`config.mk`:
```
export PLATFORM = sky130hd
export DESIGN_NAME = pwr_cmd_regs
export DESIGN_NICKNAME = d
export VERILOG_FILES = /design/src/rtl/pwrcmd_pkg.sv /design/src/rtl/pwrcmd_decode.sv /design/src/rtl/pwrcmd_pulse.sv /design/src/rtl/pwrcmd_resp.sv /design/src/rtl/pwr_cmd_regs.sv
export SDC_FILE = /design/constraint.sdc
export NUM_CORES = 1
export LEC_CHECK = 0
export ABC_AREA = 1
export ABC_CLOCK_PERIOD_IN_PS = 900
export CAP_MARGIN = 20
export CORE_AREA = 2 2 40 42
export CTS_CLUSTER_DIAMETER = 50
export DETAILED_ROUTE_END_ITERATION = 7
export DIE_AREA = 0 0 42 44
export PLACE_DENSITY = 0.72
export SYNTH_ARGS = -nofsm -noshare
export SYNTH_HDL_FRONTEND = slang
export SYNTH_HIERARCHICAL = 1
export SYNTH_SLANG_ARGS = --single-unit
```
`constraint.sdc`:
```
create_clock -name clk -period 0.9 [get_ports clk]
set_input_delay 0.135 -clock clk [delete_from_list [all_inputs] [get_ports clk]]
set_output_delay 0.135 -clock clk [all_outputs]
set_load 0.05 [all_outputs]
```
`src/rtl/pwrcmd_pkg.sv`:
```
package pwrcmd_pkg;

  typedef enum logic [1:0] {
    PCMD_NONE     = 2'd0,
    PCMD_RESET    = 2'd1,
    PCMD_SUSPEND  = 2'd2,
    PCMD_POWEROFF = 2'd3
  } pcmd_e;

  localparam int          NUM_REQ        = 3;
  localparam logic [7:0]  CODE_RESET     = 8'h00;
  localparam logic [7:0]  CODE_SUSPEND   = 8'h01;
  localparam logic [7:0]  CODE_POWEROFF  = 8'hFF;

  function automatic pcmd_e classify(input logic [7:0] code);
    pcmd_e r;
    case (code)
      CODE_RESET:    r = PCMD_RESET;
      CODE_SUSPEND:  r = PCMD_SUSPEND;
      CODE_POWEROFF: r = PCMD_POWEROFF;
      default:       r = PCMD_NONE;
    endcase
    return r;
  endfunction

endpackage

```
`src/rtl/pwrcmd_decode.sv`:
```
module pwrcmd_decode
  import pwrcmd_pkg::*;
#(
  parameter int          ADDR_W     = 8,
  parameter int          SIZE_W     = 2,
  parameter logic [ADDR_W-1:0] CMD_OFFSET = 8'h10
) (
  input  logic              valid,
  input  logic              write,
  input  logic [ADDR_W-1:0] addr,
  input  logic [SIZE_W-1:0] size,
  input  logic [7:0]        code,
  output logic              bad_size,
  output pcmd_e             cmd
);
  logic byte_access;
  logic hits_cmd;

  always_comb begin
    byte_access = (size == '0);
    hits_cmd    = valid && write && byte_access && (addr == CMD_OFFSET);
    bad_size    = valid && !byte_access;
    cmd         = hits_cmd ? classify(code) : PCMD_NONE;
  end

  // an oversized access never forms a command
  always_comb begin
    a_r8_size_blocks_cmd: assert (!(bad_size && cmd != PCMD_NONE));
  end
endmodule

```
`src/rtl/pwrcmd_pulse.sv`:
```
module pwrcmd_pulse
  import pwrcmd_pkg::*;
(
  input  logic               clk,
  input  logic               rst,
  input  pcmd_e              cmd,
  output logic [NUM_REQ-1:0] req
);
  logic [NUM_REQ-1:0] req_q;

  for (genvar g = 0; g < NUM_REQ; g++) begin : g_req
    always_ff @(posedge clk) begin
      if (rst) req_q[g] <= 1'b0;
      else     req_q[g] <= (cmd == pcmd_e'(g + 1));
    end

    // a request lasts one cycle unless the same command repeats
    a_r10_single_pulse: assert property (@(posedge clk) disable iff (rst)
      (req_q[g] && cmd != pcmd_e'(g + 1)) |=> !req_q[g]);
  end

  assign req = req_q;

  // request outputs are mutually exclusive
  a_r10_onehot: assert property (@(posedge clk) disable iff (rst)
    $onehot0(req_q));
endmodule

```
`src/rtl/pwrcmd_resp.sv`:
```
module pwrcmd_resp #(
  parameter int DATA_W = 8
) (
  input  logic              clk,
  input  logic              rst,
  input  logic              valid,
  input  logic              bad_size,
  output logic              ready,
  output logic              error,
  output logic [DATA_W-1:0] rdata
);
  logic              ready_q;
  logic              error_q;
  logic [DATA_W-1:0] rdata_q;

  always_ff @(posedge clk) begin
    if (rst) begin
      ready_q <= 1'b0;
      error_q <= 1'b0;
      rdata_q <= '0;
    end else begin
      ready_q <= valid;
      error_q <= bad_size;
      rdata_q <= '0;
    end
  end

  assign ready = ready_q;
  assign error = error_q;
  assign rdata = rdata_q;

  // completion one cycle after the request, never otherwise
  a_r9_ready_follows: assert property (@(posedge clk) disable iff (rst)
    valid |=> ready_q);
  a_r9_ready_quiet: assert property (@(posedge clk) disable iff (rst)
    !valid |=> !ready_q);
  // an error only accompanies a completion
  a_r8_error_with_ready: assert property (@(posedge clk) disable iff (rst)
    error_q |-> ready_q);
endmodule

```
`src/rtl/pwr_cmd_regs.sv`:
```
module pwr_cmd_regs
  import pwrcmd_pkg::*;
#(
  parameter int ADDR_W = 8,
  parameter int DATA_W = 8,
  parameter int SIZE_W = 2,
  parameter logic [ADDR_W-1:0] CMD_OFFSET = 8'h10
) (
  input  logic              clk,
  input  logic              rst,
  input  logic              bus_valid,
  input  logic              bus_write,
  input  logic [ADDR_W-1:0] bus_addr,
  input  logic [SIZE_W-1:0] bus_size,
  input  logic [DATA_W-1:0] bus_wdata,
  output logic [DATA_W-1:0] bus_rdata,
  output logic              bus_ready,
  output logic              bus_error,
  output logic              req_sys_reset,
  output logic              req_suspend,
  output logic              req_power_off
);
  pcmd_e              cmd;
  logic               bad_size;
  logic [NUM_REQ-1:0] req;

  pwrcmd_decode #(
    .ADDR_W    (ADDR_W),
    .SIZE_W    (SIZE_W),
    .CMD_OFFSET(CMD_OFFSET)
  ) i_decode (
    .valid   (bus_valid),
    .write   (bus_write),
    .addr    (bus_addr),
    .size    (bus_size),
    .code    (bus_wdata[7:0]),
    .bad_size(bad_size),
    .cmd     (cmd)
  );

  pwrcmd_pulse i_pulse (
    .clk(clk),
    .rst(rst),
    .cmd(cmd),
    .req(req)
  );

  pwrcmd_resp #(.DATA_W(DATA_W)) i_resp (
    .clk     (clk),
    .rst     (rst),
    .valid   (bus_valid),
    .bad_size(bad_size),
    .ready   (bus_ready),
    .error   (bus_error),
    .rdata   (bus_rdata)
  );

  assign req_sys_reset = req[0];
  assign req_suspend   = req[1];
  assign req_power_off = req[2];

  // writes outside the command offset raise nothing
  a_r6_offset_ignored: assert property (@(posedge clk) disable iff (rst)
    (bus_valid && bus_write && bus_addr != CMD_OFFSET) |=> (req == '0));
  // reads raise nothing
  a_r7_read_quiet: assert property (@(posedge clk) disable iff (rst)
    (bus_valid && !bus_write) |=> (req == '0));
  // an error response never comes with a request
  a_r8_error_no_req: assert property (@(posedge clk) disable iff (rst)
    bus_error |-> (req == '0));
endmodule

```
Word level (Yosys, flattened, before mapping). Index checks and enable logic that the tools add are counted.

Equal/unequal tests: 6. Mux-type cells: 2. Reductions and logical operators: 7.

Operator list (number): 8-bit by 1-bit == test with 1-bit output, second input constant (1); 8-bit by 5-bit == test with 1-bit output, second input constant (1); 8-bit == test, second input constant (1); 8-bit zero test (1); 2-bit case mux with 3 select lines (1); 2-bit == test, second input constant (2); 1-bit logical AND (4); 2-bit by 1-bit == test with 1-bit output, second input constant (1); 2-bit zero test (1); 2-bit two-way mux (1); 1-bit zero test (1).

Register bits after elaboration: 5. Bits of input ports: 22. Output and inout port bits: 13. Word-level logic and storage cells: 20.

Depth between registers and ports, before layout. Gate-level depths: netlist (run 1).

Depth in word-level cells: 5. Gate-level depth with buffers: 8. Mapped depth without buffers: 8.

Cells and area by module. The synthesis (run 1) kept the hierarchy.

By module, submodules not included: pwrcmd_decode (instances 1, cells an instance 42, area an instance 172.7 um2); pwrcmd_resp (instances 1, cells an instance 15, area an instance 118.9 um2); pwrcmd_pulse (instances 1, cells an instance 10, area an instance 86.3 um2).

Worst setup path before layout (run 1). Ideal clock, no wire load.

Path type: input port to flip-flop. From: in bus_addr[3]. To: reg i_pulse.req_q[2], in the netlist i_pulse/req[2]. Data arrival time: 0.708 ns. Path slack: 0.129 ns. Stages: 6. Path through: nor2_1 nand2_1 nand3b_1 nor2_1 nand2_1 nor2_1.

Word-level cells in the longest chain between the ends: 4.

Ends and longest elaborated chain: start: declaration (line pwr_cmd_regs.sv:13) `input logic [ADDR_W-1:0] bus_addr,`; 8-bit by 5-bit == test with 1-bit output (line pwrcmd_decode.sv:21) `hits_cmd = valid && write && byte_access && (addr == CMD_OFFSET);`; 1-bit logical AND (line pwrcmd_decode.sv:21); 2-bit two-way mux (line pwrcmd_decode.sv:23) `cmd = hits_cmd ? classify(code) : PCMD_NONE;`; named net cmd[1] (line pwr_cmd_regs.sv:23) `pcmd_e cmd;`; 2-bit == test (line pwrcmd_pulse.sv:14) `else req_q[g] <= (cmd == pcmd_e'(g + 1));`; end signal: indexed assignment (line pwrcmd_pulse.sv:14); end: declaration (line pwrcmd_pulse.sv:9) `logic [NUM_REQ-1:0] req_q;`.

The timed path passes the listed nets, and every way through them passes these cells. A chain may end at the register's enable or synchronous reset.

Worst setup path in the final report (run 1).
From: reg i_pulse.req_q[2], in the netlist i_pulse/req[2]. To: out req_power_off.

RTL lines: end: declaration (line pwr_cmd_regs.sv:21) `output logic req_power_off`.

No word-level cell between the ends.

==> reports/metrics.yaml, run 1 <==
yosys:
  syn_area_um2: 378
  yosysSeqAreaShare_pct: 26.5
  synth_compound_area_share_pct: 1.99
  synthArstFlopShare_pct: 0
  synth_simple_gate_area_share_pct: 41.7
  ys_warn_count: 6
  yosys.cell_count.top_type: "nor2_1"
  avgSynthCellArea_um2: 5.64
  synth_cell_types: 11
  synthTopCellsByCount: "nor2_1 (20), nand2_1 (15), inv_1 (12)"
  synth_top_cell_by_area: "dfxtp_1"
  synth_seq_cells: 5
  synth_xor_area_share_pct: 0
  netlist_instances: 67
  synth_area_leaders: "dfxtp_1 (26%), nor2_1 (20%), buf_4 (16%)"
  synth_mux_area_share_pct: 0
  yosys.area_share.adder_pct: 0
  synth_edf_count: 0
  synth_ff_type: "dfxtp_1"
  synth_top_family_by_area: "simple AND/OR/NAND/NOR gates"
  synth_top_area_share_pct: 26.5
pwr:
  total_power_uw: 711
  peakVddDrop_v: 0.000346
  cellPowerDensity_nw_per_um2: 1030
  p_leak_nw: 0.362
drt:
  viasPerCell: 3.82
  wl_met2_um: 400
  dr.pass1.iters: 4
  post-route-drc-count: 0
  via_count: 432
  drt_wl_total_um: 816
  drtIter0Drc: 2
  ant_nets: 0
  top_layer: "met4"
  drt-met1-wl_um: 282
  wl_per_cell_um: 7.22
  dr_wl_met3_um: 106
clock_network:
  clock-root-buffer: "clkbuf_4"
  htreeDepth: 1
  cts_made_buffers: 3
  postCtsSetupBuffers: 0
  cts_tree: "yes"
  holdBufCountCts: 0
  path_clk_slew_ns: 0.04
  cts_max_path_buffers: 2
  cts.sinks: 5
critical_path:
  crit_path_max_fanout: 1
  arrival_ns: 0.74
  cpPeakStageDelay_ns: 0.35
  crit_required_ns: 0.76
  cp_num_buf_inv: 1
  worstSetupPathType: "reg -> out"
  worstSetupEndpointType: "primary output"
  critical_path_depth: 1
  crit_family: "flip-flops"
  crit_path_start_kind: "register"
  path_cells: "buf_12"
  critPathSlowestCell: "dfxtp_1"
job:
  maxCapViolCount: 0
hold_path:
  worstHoldPathCells: 4
  min_path_type: "in -> reg"
  min_to: "i_resp/error$_SDFF_PP0_"
  worstHoldStart: "bus_size[0]"
floorplanning:
  die_y_um: 44
  initial_core_util_pct: 26.6
  io_pins: 35
  die_x_um: 42
  coreArea_um2: 1420
  die_area_um2: 1850
  num_rows: 14
timing:
  min_period_ns: 0.873
  hold_viol_final: 0
  period_share_pct: 97.0
  fmax_ghz: 1.15
  finalMaxSlewViolations: 0
  setup_violations: 0
grt:
  grt_max_degree: 5
  grt_pass1_vias: 366
  grt_first_pass_wirelength_um: 1320
  antenna_found_initial: 0
  grt_use_total_pct: 10.0
  overflow: 0
cells_and_area:
  syn_to_final_growth_pct: 82.1
  layout.cells.non_filler: 113
  fin_nets: 120
  drive_above_1_share_pct: 24.7
  antennaDiodeCount: 0
place:
  placedCellCount: 109
  dp_hpwl_um: 698
  gp_congestion: 0.723
  port_buffers: 26
outcome:
  status: "finished clean"
==> final cells by class <==
cell class / instances / area (um2)
Fill cell: 140 / 731
Timing Repair Buffer: 27 / 280
Multi-Input combinational cell: 48 / 213
Sequential cell: 5 / 100
Inverter: 13 / 48.8
Clock buffer: 4 / 26.3
Tap cell: 16 / 20.0
==> stage by stage <==
| stage | util (%) | hold WS (ns) | instance area [um2] | setup slack [ns] | TNS (ns) |
|---|---|---|---|---|---|
| 4_1_cts | 48.7 | 0.352 | 691 | 0.0112 | 0 |
| 2_1_floorplan | - | 0.206 | 404 | 0.129 | 0 |
| 3_3_place_gp | 48.1 | 0.581 | 682 | -0.409 | -1.29 |
| 5_1_grt | 48.5 | 0.253 | 688 | -0.0241 | -0.0263 |
| 3_5_place_dp | 48.1 | 0.583 | 682 | -0.422 | -1.34 |
| 6_report | 48.5 | 0.219 | 688 | 0.0271 | 0 |
==> flip-flops by register name, indices dropped and copies added, names as in the netlist <==
register and flops:
i_pulse/req 3, i_resp/ready 1, i_resp/error 1
==> repair_timing <==
action,4_1_cts,5_1_grt
pin swaps,15,22
setup endpoints to repair,3,3
resized for setup,23,23
==> cells in the final DEF, fill, tap and decap left out, types with 2 or more instances in the layout <==
master / n
conb_1: 8
nor2_2: 5
dfxtp_1: 5
clkbuf_4: 3
nor2_1: 15
clkdlybuf4s15_1: 8
clkbuf_2: 6
nand2_1: 15
dlygate4sd2_1: 6
inv_1: 12
buf_12: 5
nand2_2: 2
==> worst max-delay path by stage <==
stage	end	slack [ns]	start
floorplan	i_pulse/req[2]$_SDFF_PP0_	0.13	bus_addr[3]
global placement	i_pulse/req[1]$_SDFF_PP0_	-0.41	bus_wdata[0]
detailed placement	i_pulse/req[1]$_SDFF_PP0_	-0.42	bus_wdata[0]
CTS	req_power_off	0.01	i_pulse/req[2]$_SDFF_PP0_
global route	i_pulse/req[0]$_SDFF_PP0_	-0.02	bus_wdata[7]
finish	req_power_off	0.03	i_pulse/req[2]$_SDFF_PP0_
==> power by group <==
| part | leakage [nW] | switching [mW] | total [mW] | internal (mW) |
|---|---|---|---|---|
| combinational | 0.307 | 0.137 | 0.223 | 0.0861 |
| clock | 0.0150 | 0.0889 | 0.256 | 0.167 |
| sequential | 0.0408 | 0.00359 | 0.231 | 0.227 |
==> layer usage <==
metal  vias to the layer above  GRT usage (%)
met1                       167           9.09
met2                        27           17.8
li1                        234              -
met3                         4           2.92
met4                         0           9.68
met5                         -              0
==> logic make-up after synthesis <==
family                 Yosys count
AND/OR/NAND/NOR                 39
other                            1
buffers and inverters           21
AO/OA/AOI/OAI                    1
flip-flops                       5
(Power assumes the default switching activity.)
==> run 2, diff against run 1 <==
--- a/config.mk
+++ b/config.mk
@@ -6,13 +6,14 @@
 export NUM_CORES = 1
 export LEC_CHECK = 0
 export ABC_AREA = 1
-export ABC_CLOCK_PERIOD_IN_PS = 900
+export ABC_CLOCK_PERIOD_IN_PS = 1000
 export CAP_MARGIN = 20
 export CORE_AREA = 2 2 40 42
 export CTS_CLUSTER_DIAMETER = 50
 export DETAILED_ROUTE_END_ITERATION = 7
 export DIE_AREA = 0 0 42 44
 export PLACE_DENSITY = 0.72
+export REMOVE_ABC_BUFFERS = 1
 export SYNTH_ARGS = -nofsm -noshare
 export SYNTH_HDL_FRONTEND = slang
 export SYNTH_HIERARCHICAL = 1
==> constraint.sdc (replaced) <==
create_clock -name clk -period 1 [get_ports clk]
set_input_delay 0.15 -clock clk [delete_from_list [all_inputs] [get_ports clk]]
set_output_delay 0.15 -clock clk [all_outputs]
set_load 0.05 [all_outputs]
==> reports/metrics.yaml, run 2 (synthesized netlist as in run 1, its figures left out) <==
clock_network:
  cts_made_buffers: 3
  htreeDepth: 1
  cts_tree: "yes"
  clock-root-buffer: "clkbuf_4"
  path_clk_slew_ns: 0.04
  cts.sinks: 5
  holdBufCountCts: 0
  postCtsSetupBuffers: 0
  cts_max_path_buffers: 2
place:
  dp_hpwl_um: 681
  gp_congestion: 0.638
  placedCellCount: 109
  port_buffers: 26
  dp_slack_ns: -0.352
drt:
  drtIter0Drc: 1
  wl_per_cell_um: 6.35
  post-route-drc-count: 0
  drt_wl_total_um: 717
  viasPerCell: 3.92
  via_count: 443
  dr.pass1.iters: 2
  ant_nets: 0
grt:
  overflow: 0
  grt_first_pass_wirelength_um: 1300
  grt_max_degree: 5
  grt_pass1_vias: 403
  antenna_found_initial: 0
  grt_use_total_pct: 9.49
floorplanning:
  die_x_um: 42
  coreArea_um2: 1420
  io_pins: 35
  initial_core_util_pct: 26.6
  die_y_um: 44
  die_area_um2: 1850
  num_rows: 14
job:
  maxCapViolCount: 0
cells_and_area:
  layout.cells.non_filler: 113
  layout_commonest_cell: "dlygate4sd2_1"
  fillers: 152
  antennaDiodeCount: 0
  syn_to_final_growth_pct: 82.1
  fin_nets: 120
  drive_above_1_share_pct: 15.5
  layout_common_cells: "dlygate4sd2_1 (20), nor2_1 (18), nand2_1 (15)"
  largest_reg_flops: 3
timing:
  finalMaxSlewViolations: 0
  setup_ws_ns: 0.124
  setup_violations: 0
  rsz0062_at_grt: "no"
  min_period_ns: 0.876
  period_share_pct: 87.6
  fmax_ghz: 1.14
  finalSetupTns_ns: 0
  hold_ws_ns: 0.369
  hold_viol_final: 0
critical_path:
  crit_required_ns: 0.85
  worstSetupPathType: "reg -> out"
  arrival_ns: 0.73
  path_cells: "buf_12"
  worstSetupEndpointType: "primary output"
  critical_path_depth: 1
  crit_path_start_kind: "register"
  cpPeakStageDelay_ns: 0.35
  crit_family: "flip-flops"
  critPathSlowestCell: "dfxtp_1"
  cp_num_buf_inv: 1
  crit_path_max_fanout: 1
pwr:
  seq_power_share_pct: 32.9
  total_power_uw: 632
  peakVddDrop_v: 0.000291
  combPwrFrac_pct: 31.4
  swShare_pct: 31.7
  pwr-share-clk_pct: 35.8
  p_switching_uw: 200
  cell_internal_pwr_uw: 432
  p_leak_nw: 0.375
  cellPowerDensity_nw_per_um2: 919
outcome:
  status: "finished clean"
hold_path:
  min_path_type: "in -> reg"
  worstHoldPathCells: 4
## run 2: cell count changes in the layout (fill, tap and decap cells not counted)
| cell | previous run | this run |
|---|---|---|
| nor2_1 | 15 | 18 |
| clkdlybuf4s15_1 | 8 | 0 |
| nor2_2 | 5 | 3 |
| dlygate4sd2_1 | 6 | 20 |
| nor2_4 | 1 | 0 |
| clkbuf_2 | 6 | 0 |
## run 2: path summary, 6_finish.rpt
kind	end	start	slack, ns
max	bus_ready	i_resp/ready$_SDFF_PP0_	0.12
min	i_resp/error$_SDFF_PP0_	bus_size[0]	0.37
## run 2: per-layer routing
| layer | up-vias | track usage, % | wire length [um] |
|---|---|---|---|
| met2 | 27 | 18.1 | 372 |
| met1 | 179 | 7.79 | 237 |
| met4 | 0 | 7.74 | 5 |
| met5 | - | 0 | 0 |
| li1 | 235 | - | - |
| met3 | 2 | 3.33 | 102 |
## run 2: final cells by class
class                   instances  area, um2  area share, %
flip-flops and latches          5        100           14.5
repair buffers                 27        293           42.5
multi-input cells              48        200           29.1
clock buffers                   4       26.3           3.82
well taps                      16       20.0           2.91
inverters                      13       48.8           7.09
## run 2: what timing repair did
action	CTS	global route
resized for setup	22	0
setup endpoints to repair	3	1
pin swaps	16	5
cloned	0	0
## run 2: power by group through the flow
| stage | sequential [mW] | clock (mW) | combinational (mW) |
|---|---|---|---|
| finish | 0.208 | 0.226 | 0.198 |
| global route | 0.208 | 0.241 | 0.214 |
| CTS | 0.208 | 0.238 | 0.200 |
| detailed placement | 0.211 | 0 | 0.228 |
| global placement | 0.211 | 0 | 0.225 |
| floorplan | 0.224 | 0 | 0.0985 |
## run 2: through the flow
step                      utilization (%)  area (um2)
after floorplan                         -         344
after global placement               48.1         682
after detailed placement             48.1         682
after CTS                            48.5         688
after global routing                 48.5         688
final                                48.5         688
